[config.mk]
export PLATFORM = sky130hd
export DESIGN_NAME = dma_xfer_ctrl
export DESIGN_NICKNAME = d
export VERILOG_FILES = /design/src/rtl/dma_pkg.sv /design/src/rtl/dma_ptr.sv /design/src/rtl/dma_seq.sv /design/src/rtl/dma_drive.sv /design/src/rtl/dma_xfer_ctrl.sv
export SDC_FILE = /design/constraint.sdc
export NUM_CORES = 1
export LEC_CHECK = 0
export BUFFER_PORTS_ARGS = -buffer_cell sky130_fd_sc_hd__buf_4
export CORE_MARGIN = 4
export CORE_UTILIZATION = 25
export DETAILED_ROUTE_END_ITERATION = 10
export GPL_TIMING_DRIVEN = 0
export PLACE_DENSITY = 0.44
export SKIP_CTS_REPAIR_TIMING = 1
export SYNTH_ARGS = -nofsm -noshare
export SYNTH_HDL_FRONTEND = slang
export SYNTH_SLANG_ARGS = --single-unit
[constraint.sdc]
create_clock -name clk -period 1.93 [get_ports clk]
set_input_delay 0.386 -clock clk [delete_from_list [all_inputs] [get_ports clk]]
set_output_delay 0.386 -clock clk [all_outputs]
set_load 0.03 [all_outputs]
[src/rtl/dma_pkg.sv]
// Shared types for the single-channel DMA controller.
// Assumes: one channel, peripheral-to-memory direction only.
package dma_pkg;
    typedef enum logic [2:0] {
        ST_IDLE = 3'd0,  // no bus activity
        ST_REQ  = 3'd1,  // hold request raised, waiting for grant
        ST_S1   = 3'd2,  // address driven, peripheral acknowledged
        ST_S2   = 3'd3,  // write and read strobes low
        ST_S3   = 3'd4   // strobes released, counters advance
    } xfer_state_t;
endpackage

[src/rtl/dma_ptr.sv]
// Address, remaining-count and self-mask registers of the channel.
// Assumes: load_en is only raised in idle, so it never coincides with step.
module dma_ptr #(
    parameter int ADDR_W = 16,
    parameter int CNT_W  = 8
) (
    input  logic              clk,
    input  logic              rst_n,
    input  logic              load_en,
    input  logic [ADDR_W-1:0] load_addr,
    input  logic [CNT_W-1:0]  load_cnt,
    input  logic              step,
    output logic [ADDR_W-1:0] cur_addr,
    output logic              last_xfer,
    output logic              cnt_empty,
    output logic              self_mask
);
    localparam logic [CNT_W-1:0] CNT_ONE = CNT_W'(1);

    logic [CNT_W-1:0] remain;

    // Address register: loaded by software, advanced after each transfer.
    always_ff @(posedge clk) begin
        if (!rst_n)       cur_addr <= '0;
        else if (load_en) cur_addr <= load_addr;
        else if (step)    cur_addr <= cur_addr + 1'b1;
    end

    // Remaining-transfer counter.
    always_ff @(posedge clk) begin
        if (!rst_n)       remain <= '0;
        else if (load_en) remain <= load_cnt;
        else if (step)    remain <= remain - 1'b1;
    end

    // Self-mask: set by the final transfer, cleared by a new load.
    always_ff @(posedge clk) begin
        if (!rst_n)                  self_mask <= 1'b0;
        else if (load_en)            self_mask <= 1'b0;
        else if (step && last_xfer)  self_mask <= 1'b1;
    end

    // Count status decode.
    always_comb begin
        last_xfer = (remain == CNT_ONE);
        cnt_empty = (remain == '0);
    end

    AST_ADDR_STEP: assert property (@(posedge clk) disable iff (!rst_n)
        step |=> cur_addr == ADDR_W'($past(cur_addr) + 1'b1));
    AST_CNT_STEP: assert property (@(posedge clk) disable iff (!rst_n)
        step |=> remain == CNT_W'($past(remain) - 1'b1));
    AST_SELF_MASK_SET: assert property (@(posedge clk) disable iff (!rst_n)
        (step && last_xfer) |=> self_mask);
endmodule

[src/rtl/dma_seq.sv]
// Transfer sequencer: request/grant handshake and the three transfer cycles.
// Assumes: hold_ack is synchronous to clk.
module dma_seq
    import dma_pkg::*;
(
    input  logic        clk,
    input  logic        rst_n,
    input  logic        dev_req,
    input  logic        chan_mask,
    input  logic        self_mask,
    input  logic        cnt_empty,
    input  logic        last_xfer,
    input  logic        hold_ack,
    output xfer_state_t state
);
    xfer_state_t nxt;
    logic        go;

    // A request is eligible only when unmasked and transfers remain.
    always_comb go = dev_req && !chan_mask && !self_mask && !cnt_empty;

    // Next-state selection.
    always_comb begin
        nxt = state;
        unique case (state)
            ST_IDLE: if (go) nxt = ST_REQ;
            ST_REQ: begin
                if (hold_ack) nxt = ST_S1;
                else if (!go) nxt = ST_IDLE;
            end
            ST_S1: nxt = ST_S2;
            ST_S2: nxt = ST_S3;
            ST_S3: begin
                if (hold_ack && dev_req && !chan_mask && !last_xfer) nxt = ST_REQ;
                else                                                  nxt = ST_IDLE;
            end
            default: nxt = ST_IDLE;
        endcase
    end

    // State register.
    always_ff @(posedge clk) begin
        if (!rst_n) state <= ST_IDLE;
        else        state <= nxt;
    end

    AST_IDLE_BLOCKED: assert property (@(posedge clk) disable iff (!rst_n)
        (state == ST_IDLE && !go) |=> state == ST_IDLE);
    AST_GRANT_FIRST: assert property (@(posedge clk) disable iff (!rst_n)
        (state == ST_REQ && !hold_ack) |=> state != ST_S1);
    AST_S1_TO_S2: assert property (@(posedge clk) disable iff (!rst_n)
        (state == ST_S1) |=> state == ST_S2);
    AST_S2_TO_S3: assert property (@(posedge clk) disable iff (!rst_n)
        (state == ST_S2) |=> state == ST_S3);
    AST_S3_NOGRANT: assert property (@(posedge clk) disable iff (!rst_n)
        (state == ST_S3 && !hold_ack) |=> state == ST_IDLE);
endmodule

[src/rtl/dma_drive.sv]
// Bus-side output decode from the sequencer state.
// Assumes: outputs are decoded combinationally and registered downstream if needed.
module dma_drive
    import dma_pkg::*;
#(
    parameter int ADDR_W = 16
) (
    input  logic              clk,
    input  logic              rst_n,
    input  xfer_state_t       state,
    input  logic              hold_ack,
    input  logic              last_xfer,
    input  logic [ADDR_W-1:0] cur_addr,
    output logic              hold_req,
    output logic              dev_ack,
    output logic              bus_drive_en,
    output logic              mem_wr_n,
    output logic              io_rd_n,
    output logic              term_cnt,
    output logic [ADDR_W-1:0] mem_addr
);
    logic in_xfer;

    // Per-state output decode.
    always_comb begin
        in_xfer      = (state == ST_S1) || (state == ST_S2) || (state == ST_S3);
        hold_req     = (state != ST_IDLE);
        dev_ack      = (state == ST_S1) || (state == ST_S2);
        bus_drive_en = in_xfer && hold_ack;
        mem_wr_n     = (state != ST_S2);
        io_rd_n      = (state != ST_S2);
        term_cnt     = (state == ST_S3) && last_xfer;
        mem_addr     = in_xfer ? cur_addr : '0;
    end

    AST_STROBE_PAIR: assert property (@(posedge clk) disable iff (!rst_n)
        !mem_wr_n |-> (!io_rd_n && dev_ack));
    AST_BUS_NEEDS_GRANT: assert property (@(posedge clk) disable iff (!rst_n)
        bus_drive_en |-> hold_ack);
    AST_ACK_UNDER_HOLD: assert property (@(posedge clk) disable iff (!rst_n)
        dev_ack |-> hold_req);
    AST_TC_ONE_CYCLE: assert property (@(posedge clk) disable iff (!rst_n)
        term_cnt |=> !term_cnt);
endmodule

[src/rtl/dma_xfer_ctrl.sv]
// Single-channel peripheral-to-memory DMA controller top level.
// Assumes: configuration is loaded only while idle; one word per transfer.
module dma_xfer_ctrl
    import dma_pkg::*;
#(
    parameter int ADDR_W = 16,
    parameter int CNT_W  = 8
) (
    input  logic              clk,
    input  logic              rst_n,
    input  logic              dev_req,
    input  logic              chan_mask,
    input  logic              hold_ack,
    input  logic              cfg_load,
    input  logic [ADDR_W-1:0] start_addr,
    input  logic [CNT_W-1:0]  xfer_count,
    output logic              hold_req,
    output logic              dev_ack,
    output logic [ADDR_W-1:0] mem_addr,
    output logic              bus_drive_en,
    output logic              mem_wr_n,
    output logic              io_rd_n,
    output logic              term_cnt
);
    xfer_state_t      state;
    logic             load_en;
    logic             step;
    logic [ADDR_W-1:0] cur_addr;
    logic             last_xfer;
    logic             cnt_empty;
    logic             self_mask;

    // Load only in idle; advance counters in the release cycle.
    always_comb begin
        load_en = cfg_load && (state == ST_IDLE);
        step    = (state == ST_S3);
    end

    dma_ptr #(.ADDR_W(ADDR_W), .CNT_W(CNT_W)) u_ptr (
        .clk       (clk),
        .rst_n     (rst_n),
        .load_en   (load_en),
        .load_addr (start_addr),
        .load_cnt  (xfer_count),
        .step      (step),
        .cur_addr  (cur_addr),
        .last_xfer (last_xfer),
        .cnt_empty (cnt_empty),
        .self_mask (self_mask)
    );

    dma_seq u_seq (
        .clk       (clk),
        .rst_n     (rst_n),
        .dev_req   (dev_req),
        .chan_mask (chan_mask),
        .self_mask (self_mask),
        .cnt_empty (cnt_empty),
        .last_xfer (last_xfer),
        .hold_ack  (hold_ack),
        .state     (state)
    );

    dma_drive #(.ADDR_W(ADDR_W)) u_drive (
        .clk          (clk),
        .rst_n        (rst_n),
        .state        (state),
        .hold_ack     (hold_ack),
        .last_xfer    (last_xfer),
        .cur_addr     (cur_addr),
        .hold_req     (hold_req),
        .dev_ack      (dev_ack),
        .bus_drive_en (bus_drive_en),
        .mem_wr_n     (mem_wr_n),
        .io_rd_n      (io_rd_n),
        .term_cnt     (term_cnt),
        .mem_addr     (mem_addr)
    );

    AST_LOAD_IDLE_ONLY: assert property (@(posedge clk) disable iff (!rst_n)
        (cfg_load && state != ST_IDLE) |=> $stable(self_mask) || state == ST_IDLE);
endmodule

==> results of run 1 <==
-- layout make-up --
| type | count | area (um2) |
|---|---|---|
| buffer | 13 | 104 |
| clock buffer | 3 | 41.3 |
| fill | 681 | 3840 |
| inverter | 9 | 36.3 |
| multi-input combinational | 158 | 1120 |
| sequential | 28 | 566 |
| tap | 77 | 96.3 |
| timing repair buffer | 58 | 502 |
-- where the power goes --
group | switching (mW) | internal, mW
clock network | 0.197 | 0.141
logic | 0.193 | 0.171
registers | 0.0585 | 0.628
-- state kept, by name (all words and copies together) (netlist names) --
name / count
u_ptr.cur_addr: 16
u_ptr.remain: 8
u_ptr.self_mask: 1
u_seq.state: 3
-- logic make-up after synthesis --
group / Yosys count / share of synthesized area [%]
AND/OR/NAND/NOR: 90 / 30.7
flip-flops: 28 / 34.6
multiplexers: 1 / 0.619
XOR/XNOR: 11 / 5.96
buffers and inverters: 22 / 6.11
adder cells (fa/ha/maj): 3 / 2.32
AO/OA/AOI/OAI: 53 / 19.6
-- how the worst max path moves through the flow --
stage / from / to / slack, ps / cells after the start
after global placement: u_seq.state[2]$_SDFFE_PN0P_ / mem_addr[10] / -260 / 6
after global routing: u_seq.state[2]$_SDFFE_PN0P_ / mem_addr[15] / -60 / 6
final: u_seq.state[2]$_SDFFE_PN0P_ / mem_addr[9] / -6 / 6
after floorplan: u_seq.state[2]$_SDFFE_PN0P_ / u_ptr.cur_addr[13]$_SDFFE_PN0P_ / 80 / 5
after detailed placement: u_seq.state[1]$_SDFFE_PN0P_ / mem_addr[6] / -290 / 7
after CTS: u_seq.state[1]$_SDFFE_PN0P_ / mem_addr[6] / -610 / 7
-- routing by layer --
layer  global-route usage (%)  up-vias  wire (um)
met4                     2.88        0         48
met2                     22.8       42       2450
met1                     20.3      818       2700
li1                         -      873          -
met5                        0        -          0
met3                     1.86        5        254
-- placed cells by master, fill, tap and decap left out, types with 3 or more instances in the layout --
master    Yosys  layout
nor2b_4       0      10
a21oi_1      18      18
a31oi_1       5       5
xnor2_1       3       3
dfxtp_1      28      24
nor4_1        6       4
a221oi_1      3       3
inv_1         9       8
or3_1         5       4
ha_1          3       3
nand2_1      10      10
clkbuf_8      0       3
nor2b_1      16       6
dfxtp_2       0       4
nor2_1       20      15
buf_4         2      45
o21ai_0      16      16
buf_6         1      16
nor2_4        0       5
nand3_1      11      10
nand4_1       5       5
nor3_1        5       5
clkbuf_1      9       6
xor2_1        8       8
-- worst max-delay path: stages (launching register included) --
cell	delay [ps]
dfxtp_2	330
buf_6	130
nor3b_4	160
nor2_4	250
clkbuf_16	230
nor2_4	30
buf_6	130
-- through the flow --
| step | area, um2 | worst slack (ps) | instances |
|---|---|---|---|
| 2_1_floorplan | 1700 | 82.9 | 208 |
| 3_3_place_gp | 2180 | -263 | 336 |
| 3_5_place_dp | 2180 | -288 | 336 |
| 4_1_cts | 2220 | -613 | 339 |
| 5_1_grt | 2470 | -64.6 | 346 |
| 6_report | 2470 | -6.35 | 346 |
==> impl_metrics.env, run 1 <==
export IMPL_syn_nets=241
export IMPL_hold_class="input pin to flip-flop"
export IMPL_drive_gt1_share_pct=35.7
export IMPL_nNetsFinal=304
export IMPL_yosysMostFrequentCell="dfxtp_1"
export IMPL_totalWireLength_mm=5.45
export IMPL_ir_drop_uv=284
export IMPL_status="complete, but fails checks"
export IMPL_synth_cell_type_count=40
export IMPL_synth_edf_count=0
export IMPL_via_per_inst=5.02
export IMPL_crit_type="flip-flop to primary output"
export IMPL_yosys_top_cells_area="dfxtp_1, nor2b_1, a21oi_1"
export IMPL_initialDrtViolationCount=99
export IMPL_hold_violations=0
export IMPL_final_period_utilization_pct=100
export IMPL_clk_insertion_delay_late_ps=280
export IMPL_fp_dieW_um=88.4
export IMPL_yosysWarningCount=0
export IMPL_utilization_pct=39.1
export IMPL_antenna_left=0
export IMPL_ys_seq_area_share_pct=34.6
export IMPL_synth_seq_cells=28
export IMPL_area_delta_synth_final_pct=52.7
export IMPL_async_reset_ff_share_pct=0
export IMPL_hold_ws_ps=345
export IMPL_avgSynthCellArea_um2=7.78
export IMPL_yosys_area_top_type="dfxtp_1"
export IMPL_worstHoldStart="xfer_count[1]"
export IMPL_start_kind="flip-flop"
export IMPL_ios=52
export IMPL_grt_max_degree=15
export IMPL_clockBufferDepth=2
export IMPL_die_h_um=88.4
export IMPL_synthCells=208
export IMPL_floorplan_initialDensity_pct=25.6
export IMPL_synth_common_cells="dfxtp_1, nor2_1, a21oi_1"
export IMPL_hpwl_mm=3.90
export IMPL_wire_per_inst_um=15.8
export IMPL_path_max_fanout=8
export IMPL_fin_ws_ps=-6.35
export IMPL_fmax_mhz=516
export IMPL_cts_buffers=3
export IMPL_via_count=1738
export IMPL_rsz0062_at_grt="true"
export IMPL_cp_required_ps=1540
export IMPL_die_area_um2=7820
export IMPL_tns_ps=-21.4
export IMPL_track_usage_pct=14.2
export IMPL_worstHoldPathCells=3
export IMPL_gp_congestion=0.788
export IMPL_syn_area_um2=1620
export IMPL_cts_tree="yes"
export IMPL_core_um2=6310
export IMPL_cts_root_buf="clkbuf_8"
export IMPL_rr_startpoint="u_ptr.cur_addr[0]$_SDFFE_PN0P_"
export IMPL_maxSlewViolCount=0
export IMPL_r2r_end="u_ptr.cur_addr[10]$_SDFFE_PN0P_"
export IMPL_hold_end="u_ptr.remain[1]$_SDFFE_PN0P_"
export IMPL_grt_overflow=0
export IMPL_grt_antenna_before_repair=0
export IMPL_finalSetupViolations=5
export IMPL_clock_sinks=28
export IMPL_synth_top_area_share_pct=34.6
export IMPL_clock_skew_ps=6.06
export IMPL_grt_pass1_wl_mm=8.56
export IMPL_finalCriticalPeriod_ps=1940
export IMPL_reg2reg_setup_slack_ps=60
export IMPL_maxSlewHeadroom_pct=59.6
export IMPL_grt_pass1_vias=1673
export IMPL_power_density_nw_per_um2=562
export IMPL_arrival_ps=1550
export IMPL_clk_pin_slew_worst_paths_ps=100
export IMPL_synth_ff_type="dfxtp_1"
export IMPL_tightest_slew_ps=606
export IMPL_violations="setup timing"
export IMPL_end_kind="primary output"
export IMPL_drc=0
export IMPL_rows=29
export IMPL_power_leakage_nw=0.913
export IMPL_diodes=0
export IMPL_cts_max_level=1
export IMPL_rr_worst_depth=5
export IMPL_finalPower_mw=1.39
export IMPL_cap_violations=0
export IMPL_dr_pass1_iters=4
export IMPL_portBuffers=51
Note: power is estimated with default switching activity, not from simulation.
==> run 2: changes to the inputs <==
- CORE_UTILIZATION: 25 -> 45
- PLACE_DENSITY: 0.44 -> 0.72
==> impl_metrics.env, run 2 (synthesized netlist as in run 1, its figures left out) <==
export IMPL_grt_antenna_before_repair=0
export IMPL_final_period_utilization_pct=104
export IMPL_floorplan_initialDensity_pct=47.4
export IMPL_final_common_cell="buf_4"
export IMPL_cts_tree="yes"
export IMPL_rr_worst_depth=5
export IMPL_start_kind="flip-flop"
export IMPL_worstHoldPathCells=3
export IMPL_diodes=0
export IMPL_cp_required_ps=1540
export IMPL_status="complete, but fails checks"
export IMPL_portBuffers=51
export IMPL_maxSlewViolCount=0
export IMPL_via_per_inst=5.61
export IMPL_ios=52
export IMPL_cts_max_level=1
export IMPL_hold_violations=0
export IMPL_cts_root_buf="clkbuf_4"
export IMPL_regMostFlops="u_ptr.cur_addr"
export IMPL_totalWireLength_mm=4.87
export IMPL_hold_ws_ps=292
export IMPL_most_common_layout_cells="buf_4, dfxtp_1, buf_6, a21oi_1, o21ai_0"
export IMPL_clockBufferDepth=2
export IMPL_hold_class="input pin to flip-flop"
export IMPL_area_delta_synth_final_pct=53.1
export IMPL_grt_pass1_vias=1615
export IMPL_fmax_mhz=497
export IMPL_tns_ps=-795
export IMPL_drc=0
export IMPL_violations="setup timing"
export IMPL_track_usage_pct=20.9
export IMPL_initialDrtViolationCount=100
export IMPL_ir_drop_uv=380
export IMPL_largest_reg_flops=16
export IMPL_nNetsFinal=308
export IMPL_wire_per_inst_um=15.3
export IMPL_clk_insertion_delay_late_ps=330
export IMPL_crit_type="flip-flop to primary output"
export IMPL_rr_startpoint="u_seq.state[1]$_SDFFE_PN0P_"
export IMPL_die_h_um=68.0
export IMPL_end_kind="primary output"
export IMPL_power_density_nw_per_um2=531
export IMPL_dr_pass1_iters=4
export IMPL_clock_sinks=28
export IMPL_n_fill_cell=286
export IMPL_finalCriticalPeriod_ps=2010
export IMPL_clock_skew_ps=5.55
export IMPL_grt_overflow=0
export IMPL_path_max_fanout=9
export IMPL_finalSetupViolations=18
export IMPL_worstHoldStart="xfer_count[1]"
export IMPL_cap_violations=0
export IMPL_r2r_end="u_ptr.cur_addr[13]$_SDFFE_PN0P_"
export IMPL_fp_dieW_um=68.0
export IMPL_reg2reg_setup_slack_ps=0
export IMPL_arrival_ps=1630
export IMPL_maxSlewHeadroom_pct=61.3
export IMPL_hpwl_mm=3.37
export IMPL_via_count=1789
export IMPL_multi_input_area_um2=1140
export IMPL_fin_ws_ps=-81.6
export IMPL_grt_pass1_wl_mm=7.22
export IMPL_rows=21
export IMPL_rsz0062_at_grt="true"
export IMPL_hold_end="u_ptr.remain[1]$_SDFFE_PN0P_"
export IMPL_clk_pin_slew_worst_paths_ps=150
export IMPL_regArea_um2=569
export IMPL_top_regs="u_ptr.cur_addr (16), u_ptr.remain (8), u_seq.state (3)"
export IMPL_gp_congestion=0.856
export IMPL_power_leakage_nw=0.936
export IMPL_antenna_left=0
export IMPL_post_place_ws_ps=-175
export IMPL_cts_buffers=3
export IMPL_die_area_um2=4620
export IMPL_core_um2=3420
export IMPL_tightest_slew_ps=581
export IMPL_drive_gt1_share_pct=39.2
export IMPL_grt_max_degree=15
==> run 2: area by class of cell <==
class                           instances  share of cell area (%)
Buffer                                 12                    3.99
Inverter                                9                    1.36
Timing Repair Buffer                   63                    22.6
Multi-Input combinational cell        158                    45.9
Clock buffer                            3                   0.909
Tap cell                               46                    2.32
Sequential cell                        28                    23.0
==> run 2: how the worst max path moves through the flow <==
stage	startpoint	endpoint	slack, ps	cells after the start
after floorplan	u_seq.state[2]$_SDFFE_PN0P_	u_ptr.cur_addr[13]$_SDFFE_PN0P_	80	5
after global placement	u_seq.state[2]$_SDFFE_PN0P_	mem_addr[6]	-170	6
after detailed placement	u_seq.state[2]$_SDFFE_PN0P_	mem_addr[8]	-170	6
after CTS	u_seq.state[1]$_SDFFE_PN0P_	mem_addr[8]	-560	7
after global routing	u_seq.state[1]$_SDFFE_PN0P_	mem_addr[1]	-150	6
final	u_seq.state[1]$_SDFFE_PN0P_	mem_addr[3]	-80	6
==> run 2: per-stage QoR <==
step | util (%) | area, um2 | std cells | total power, mW
after global placement | 62.8 | 2140 | 305 | 1.01
final | 72.5 | 2480 | 319 | 1.31
after CTS | 63.4 | 2170 | 308 | 1.25
after detailed placement | 62.8 | 2140 | 305 | 1.01
after global routing | 72.5 | 2480 | 319 | 1.38
after floorplan | - | 1700 | 208 | 0.890
==> run 2: worst max-delay path: stages (launching register included) <==
cell	delay [ps]
dfxtp_2	360
buf_6	130
nor3b_4	250
nor2_4	100
buf_12	150
nor2b_2	150
buf_6	150
==> run 2: routing by layer <==
metal	up-vias	GRT usage, %	part of all wire (%)
met3	7	4.11	6.5
met2	58	35.1	47
met5	-	0	0
li1	887	-	-
met4	0	5.96	0.96
met1	837	26.9	46
==> run 2: power breakdown <==
part / switching (mW) / internal, mW / total [mW]
Combinational: 0.193 / 0.185 / 0.378
Clock: 0.175 / 0.0735 / 0.248
Sequential: 0.0588 / 0.630 / 0.688
Total: 0.426 / 0.888 / 1.31
